$ cat src/rtl/bm_assoc_pkg.sv
package bm_assoc_pkg;
  typedef enum logic [0:0] {
    RACE_IDLE = 1'b0,
    RACE_RUN  = 1'b1
  } race_state_e;
endpackage

$ cat src/rtl/bm_store.sv
module bm_store #(
  parameter int ENTRIES = 16,
  parameter int WIDTH   = 16,
  parameter int IDX_W   = 4
) (
  input  logic                       clk,
  input  logic                       rst,
  input  logic                       we,
  input  logic [IDX_W-1:0]           waddr,
  input  logic [WIDTH-1:0]           wdata,
  output logic [ENTRIES*WIDTH-1:0]   flat
);
  logic [WIDTH-1:0] mem [ENTRIES];

  always_ff @(posedge clk) begin
    if (rst) begin
      for (int i = 0; i < ENTRIES; i++) mem[i] <= '0;
    end else if (we && (int'(waddr) < ENTRIES)) begin
      mem[waddr] <= wdata;
    end
  end

  for (genvar g = 0; g < ENTRIES; g++) begin : g_flat
    assign flat[g*WIDTH +: WIDTH] = mem[g];
  end
endmodule

$ cat src/rtl/bm_scorer.sv
module bm_scorer #(
  parameter int ENTRIES = 16,
  parameter int WIDTH   = 16,
  parameter int CNT_W   = 5
) (
  input  logic                            clk,
  input  logic                            rst,
  input  logic                            load,
  input  logic [ENTRIES*WIDTH-1:0]        flat,
  input  logic [WIDTH-1:0]                sample,
  output logic [ENTRIES-1:0][CNT_W-1:0]   score
);
  for (genvar g = 0; g < ENTRIES; g++) begin : g_lane
    logic [WIDTH-1:0] agree;
    logic [CNT_W-1:0] tally;
    logic [CNT_W-1:0] score_q;

    assign agree = ~(flat[g*WIDTH +: WIDTH] ^ sample);

    always_comb begin
      tally = '0;
      for (int b = 0; b < WIDTH; b++) tally = tally + CNT_W'(agree[b]);
    end

    always_ff @(posedge clk) begin
      if (rst)       score_q <= '0;
      else if (load) score_q <= tally;
    end

    assign score[g] = score_q;
  end
endmodule

$ cat src/rtl/bm_wta.sv
module bm_wta
  import bm_assoc_pkg::*;
#(
  parameter int ENTRIES = 16,
  parameter int WIDTH   = 16,
  parameter int IDX_W   = 4,
  parameter int CNT_W   = 5
) (
  input  logic                            clk,
  input  logic                            rst,
  input  logic                            load,
  input  logic [ENTRIES-1:0][CNT_W-1:0]   score,
  output logic                            busy,
  output logic                            done,
  output logic [ENTRIES-1:0]              onehot,
  output logic [IDX_W-1:0]                idx,
  output logic [CNT_W-1:0]                count
);
  race_state_e       state;
  logic [CNT_W-1:0]  level;
  logic [ENTRIES-1:0] crossed;
  logic [ENTRIES-1:0] first;
  logic [IDX_W-1:0]  pick;
  logic              any_cross;

  always_comb begin
    for (int i = 0; i < ENTRIES; i++) crossed[i] = (score[i] >= level);
    first     = crossed & (~crossed + ENTRIES'(1));
    any_cross = |crossed;
    pick      = '0;
    for (int i = ENTRIES - 1; i >= 0; i--) begin
      if (crossed[i]) pick = IDX_W'(i);
    end
  end

  assign busy = (state == RACE_RUN);

  always_ff @(posedge clk) begin
    if (rst) begin
      state  <= RACE_IDLE;
      level  <= '0;
      done   <= 1'b0;
      onehot <= '0;
      idx    <= '0;
      count  <= '0;
    end else begin
      done <= 1'b0;
      unique case (state)
        RACE_IDLE: begin
          if (load) begin
            state  <= RACE_RUN;
            level  <= CNT_W'(WIDTH);
            onehot <= '0;
            idx    <= '0;
            count  <= '0;
          end
        end
        RACE_RUN: begin
          if (any_cross) begin
            onehot <= first;
            idx    <= pick;
            count  <= score[pick];
            done   <= 1'b1;
            state  <= RACE_IDLE;
          end else begin
            level <= level - CNT_W'(1);
          end
        end
        default: state <= RACE_IDLE;
      endcase
    end
  end
endmodule

$ cat src/rtl/bm_assoc_top.sv
module bm_assoc_top #(
  parameter int ENTRIES = 16,
  parameter int WIDTH   = 16,
  parameter int IDX_W   = (ENTRIES > 1) ? $clog2(ENTRIES) : 1,
  parameter int CNT_W   = $clog2(WIDTH + 1)
) (
  input  logic                 clk,
  input  logic                 rst,
  input  logic                 wr_en,
  input  logic [IDX_W-1:0]     wr_addr,
  input  logic [WIDTH-1:0]     wr_data,
  input  logic                 search_start,
  input  logic [WIDTH-1:0]     sample,
  output logic                 done,
  output logic [ENTRIES-1:0]   win_onehot,
  output logic [IDX_W-1:0]     win_idx,
  output logic [CNT_W-1:0]     win_count
);
  logic [ENTRIES*WIDTH-1:0]      store_flat;
  logic [ENTRIES-1:0][CNT_W-1:0] scores;
  logic                          race_busy;
  logic                          accept;
  logic                          store_we;

  assign accept   = search_start & ~race_busy;
  assign store_we = wr_en & ~race_busy;

  bm_store #(.ENTRIES(ENTRIES), .WIDTH(WIDTH), .IDX_W(IDX_W)) u_store (
    .clk(clk), .rst(rst), .we(store_we), .waddr(wr_addr), .wdata(wr_data),
    .flat(store_flat)
  );

  bm_scorer #(.ENTRIES(ENTRIES), .WIDTH(WIDTH), .CNT_W(CNT_W)) u_scorer (
    .clk(clk), .rst(rst), .load(accept), .flat(store_flat), .sample(sample),
    .score(scores)
  );

  bm_wta #(.ENTRIES(ENTRIES), .WIDTH(WIDTH), .IDX_W(IDX_W), .CNT_W(CNT_W)) u_wta (
    .clk(clk), .rst(rst), .load(accept), .score(scores), .busy(race_busy),
    .done(done), .onehot(win_onehot), .idx(win_idx), .count(win_count)
  );
endmodule

$ cat config.mk
export PLATFORM = sky130hd
export DESIGN_NAME = bm_assoc_top
export DESIGN_NICKNAME = d
export VERILOG_FILES = /design/src/rtl/bm_assoc_pkg.sv /design/src/rtl/bm_store.sv /design/src/rtl/bm_scorer.sv /design/src/rtl/bm_wta.sv /design/src/rtl/bm_assoc_top.sv
export SDC_FILE = /design/constraint.sdc
export NUM_CORES = 1
export LEC_CHECK = 0
export ABC_AREA = 1
export BUFFER_PORTS_ARGS = -buffer_cell sky130_fd_sc_hd__buf_2
export CORE_MARGIN = 1.5
export CORE_UTILIZATION = 25
export CTS_CLUSTER_SIZE = 14
export DETAILED_ROUTE_END_ITERATION = 8
export SLEW_MARGIN = 30
export SYNTH_ARGS = -nofsm -noshare
export SYNTH_HDL_FRONTEND = slang
export SYNTH_SLANG_ARGS = --single-unit
$ cat constraint.sdc
create_clock -name clk -period 9.6 [get_ports clk]
set_input_delay 0.48 -clock clk [delete_from_list [all_inputs] [get_ports clk]]
set_output_delay 0.48 -clock clk [all_outputs]
set_load 0.01 [all_outputs]
* After elaboration in Yosys (flattened, before gate mapping)
Memories as Yosys holds them, arrays and structs flattened. Cells that the tools add are included.
Cells by class: reductions and logical operators 5, $lt $le $gt $ge 17, bitwise operators 37, muxes and demuxes 42, add/subtract/negate cells 242, eq/ne operators 3
Operator list (number):
- $add 5x1->5 | 224
- $not 16->16 | 17
- $xor 16x16->16 | 16
- $ge 5x5->1 | 16
- $mux 4 | 19
- $mux 16 | 3
- $add 1x1->2 | 16
- $pmux 16 s2 | 1
- $reduce_or 16->1 | 2
- $mux 5 | 5
- $bmux 5 s4 | 1
- $pmux 5 s2 | 2
- $add 16x1->16 const B | 1
- $and 16x16->16 | 1
- $mux 1 | 9
- $pmux 4 s2 | 1
- $ne 2x2->1 const B | 3
- $lt 4x5->1 const B | 1
- $sub 5x1->5 const B | 1
- $reduce_and 2->1 | 2
- $and 1x1->1 | 2
- $pmux 1 s2 | 1
- $reduce_or 2->1 | 1
- $not 1->1 | 1
Word-level totals: flip-flop bits (word level) 112, memory bits (writable) 256, logic and storage cells 369, bits of input ports 40, memories 1
Memories:
- u_store.mem | words 16, bits a word 16, read ports 16, clocked after Yosys merged registers in 0, wr ports 16, line bm_store.sv:13 | logic [WIDTH-1:0] mem [ENTRIES];

* Depth between registers and ports, before layout
depth after elaboration 21, gate-level depth with buffers 29

* Cells and area by module
From an unflattened synthesis, not the netlist that was laid out.
Unflattened totals: cell total of the unflattened synthesis 2545, area, all modules 24862.6 µm²
Modules (own cells, without submodules):
- bm_scorer | sequential area each 1601.5 µm², times used 1, area an instance 11240.8 µm², cells each 1293
- bm_store | sequential area each 7687.4 µm², times used 1, area an instance 9549.2 µm², cells each 611
- bm_wta | sequential area each 640.6 µm², times used 1, area an instance 4057.6 µm², cells each 637
- bm_assoc_top | sequential area each 0.0 µm², times used 1, area an instance 15.0 µm², cells each 4

* Worst setup path before layout
Ideal clock, no wire load.
path kind in2reg, start point input port sample[0], end point register u_scorer.g_lane[0].score_q[4], setup slack 4.381 ns, data required time 9.467 ns, cell stages on the path 18, arrival time 5.086 ns, library setup time 0.133 ns, cells stage by stage clkbuf_1 -> clkbuf_1 -> xnor2_1 -> ha_1 -> inv_1 -> fa_1 -> inv_1 -> fa_1 -> fa_1 -> inv_1 -> fa_1 -> inv_1 -> fa_1 -> fa_1 -> nand2_1 -> inv_1 -> o21ai_0 -> a21oi_1
On the way: longest elaborated chain between the ends 17
Ends and longest elaborated chain:
- start: declaration | line bm_assoc_top.sv:13 | input logic [WIDTH-1:0] sample,
- $xor 16x16->16 | line bm_scorer.sv:18 | assign agree = ~(flat[g*WIDTH +: WIDTH] ^ sample);
- $not 16->16 | line bm_scorer.sv:18
- $add 1x1->2 | line bm_scorer.sv:22 | for (int b = 0; b < WIDTH; b++) tally = tally + CNT_W'(agree[b]);
- $add 5x1->5 (14 in a row) | line bm_scorer.sv:22
- end signal: assignment | line bm_scorer.sv:27 | else if (load) score_q <= tally;
- end: declaration | line bm_scorer.sv:16 | logic [CNT_W-1:0] score_q;
Every way passes these cells. A chain may end at the register's enable or synchronous reset.

==> metrics <==
DR vias/cell 4.24; Placed Cells incl. Taps 3595; row count 113; chip width 312 µm; RSZ-0062 raised after global routing false; Post-CTS Hold Buffers 0; Root Buffer Master clkbuf_16; CP Capture Type register; port bufs 65; Worst Max-Slew Pin Slew 0.883 ns; Fin. Hold Viols 0; status finished, final reports clean; final antenna-violating net count 0; combinational power share 50.0%; ant diodes 0; Final nets 2735; drt wl/cell 15.5 µm; first-pass GRT wire length 90000 µm; Synth cell types 48; final wirelength 56900 µm; Max Root-Sink Buffers 3; Pint 4190 µW; Post-Syn Area 23800 µm²; Ports 66; H-tree levels 2; Setup Buffers After CTS 0; DIE HEIGHT 312 µm; clock power share 22.2%; antenna violations before repair 11; gr ovfl total 0; FILL cells 9901; P per Cell Area 269 nW/µm²; Lkg Pwr 0.0112 µW; Switching Share 41.6%; sequential area share after synthesis 41.7%; # Max-Cap Violations 0; syn nets 2720; Pins Over Slew Limit 0; Hold Crit Class in2reg; clock tree sinks 368; Max Clock Skew 0.0212 ns; Final Setup Violations 0; largest net degree at the start of global routing 108; CTS buffer count 42; DIE AREA 97100 µm²; Yosys reg bits 368; vias in the first global route 15485; fin cells 3670; CP arrival 5.01 ns; WP data required 10.03 ns; post-cts resize count 0; sequential share of power 27.8%; synthesized area per cell 10.1 µm²; Net Switching 2990 µW; CP Max Fanout 2; Max IR drop VDD 0.000128 V; 1st-iter DRT viols 864; drt pass-1 iters 5; DP HPWL 43400 µm; Total Routing Usage GR 11.7%; period utilization 47.7%; via count 15568; Final Critical Period 4.58 ns; Starting Density 25.1%; drt drc 0; critical path class reg2reg; routability congestion estimate 0.850; Startpoint Class register; Rel. slew slack 41.0%; CTS tree built; share of layout cells above drive strength 1 8.23%; Core ar. 94700 µm²; synth warn 0; Total Power 7180 µW; Fmax 0.218 GHz; Mapped Cells 2359; clk_lat worst skew 0.58 ns; Worst-path clk slew 0.06 ns; final setup TNS 0 ns; Synth-to-Final Area Change 12.3%
## cell usage after synthesis, drive strengths merged
master / number / share of area (%)
a22o: 2 / 0.074
o31ai: 2 / 0.063
ha: 161 / 8.5
o41ai: 6 / 0.25
nor4: 2 / 0.053
edfxtp: 256 / 32
buf: 19 / 0.55
o21a: 3 / 0.095
inv: 290 / 4.6
o2111ai: 1 / 0.063
o21ai: 79 / 1.7
nand4: 17 / 0.45
a21o: 3 / 0.095
nand3: 137 / 2.9
nand2: 234 / 3.8
nor2: 336 / 5.7
a221oi: 3 / 0.19
nor3: 6 / 0.17
xor2: 135 / 5.0
o21bai: 2 / 0.063
o311ai: 1 / 0.11
a32o: 1 / 0.042
a21oi: 117 / 2.5
a211oi: 32 / 1.0
and3: 2 / 0.053
fa: 160 / 13
dfxtp: 112 / 9.4
nand3b: 5 / 0.16
clkbuf: 93 / 1.5
clkinv: 1 / 0.016
o221ai: 3 / 0.16
xnor2: 138 / 5.1
## final timing paths
| path | startpoint | to | slack [ns] | cells after the start |
|---|---|---|---|---|
| worst max register to register | u_store.mem[0][0] | u_scorer.g_lane[0].score_q[4] | 5.02 | 16 |
| worst min register to register | u_wta.onehot[5] | u_wta.onehot[5] | 0.45 | 2 |
| worst min-delay path | rst | u_wta.busy | 0.39 | 2 |
| worst max-delay path | u_store.mem[0][0] | u_scorer.g_lane[0].score_q[4] | 5.02 | 16 |
## cells in the final DEF, fill, tap and decap left out, types with 135 or more instances in the layout
| cell type | synthesis | layout |
|---|---|---|
| edfxtp_1 | 256 | 256 |
| nor2_1 | 320 | 320 |
| ha_1 | 161 | 161 |
| nand3_1 | 135 | 135 |
| xor2_1 | 135 | 135 |
| xnor2_1 | 138 | 138 |
| fa_1 | 160 | 160 |
| inv_1 | 276 | 275 |
| nand2_1 | 229 | 228 |
## worst max-delay path, stage by stage, from the launching register on
cell and delay [ns]:
edfxtp_1 0.38, xnor2_1 0.14, ha_1 0.30, inv_1 0.05
fa_1 0.53, inv_1 0.05, fa_1 0.53, fa_1 0.56
inv_1 0.06, fa_1 0.53, inv_1 0.05, fa_1 0.45
fa_1 0.42, nand2_1 0.10, inv_1 0.04, o21ai_0 0.17
a21oi_1 0.08
## layout make-up
type	instances	area, µm²	area share, %
clock buffers	47	1070	4.00
repair buffers	83	467	1.75
well taps	1265	1580	5.92
clock inverters	28	282	1.05
multi-input cells	1588	12300	46.1
inverters	291	1090	4.08
flip-flops and latches	368	9930	37.1
## registers in the layout (all words and copies together), names as in the netlist
register / cells
u_wta.onehot: 16
u_wta.idx: 4
u_wta.count: 5
u_scorer.g_lane.score_q: 80
u_store.mem: 256
u_wta.done: 1
u_wta.level: 5
u_wta.busy: 1
## per-layer routing
layer	GRT usage (%)	part of all wire, %
met1	15.9	47
met2	19.0	45
met3	2.48	5.2
met4	3.02	2.3
met5	0	0.21
## through the flow
stage | hold WS (ns) | cell area (µm²) | utilization, % | setup WS, ns
after global placement | 0.438 | 25400 | 26.8 | 4.43
after global routing | 0.378 | 26700 | 28.2 | 4.70
after floorplan | 0.440 | 23800 | - | 4.38
final | 0.388 | 26700 | 28.2 | 5.02
after detailed placement | 0.435 | 25400 | 26.8 | 4.39
after CTS | 0.349 | 26700 | 28.2 | 4.97
## kinds of logic after synthesis
group	synth area share, %
flops	41.7
simple gates	13.3
xor+xnor	10.0
buf+inv	6.60
fa+ha+maj	21.9
compound gates	6.43
## power groups by stage
stage	sequential (µW)	clock [µW]	combinational [µW]
finish	1990	1600	3590
global route	2010	1680	4110
CTS	1990	1630	3600
detailed placement	2020	0	3580
global placement	2020	0	3510
floorplan	1970	0	2690
(Power assumes the default switching activity.)
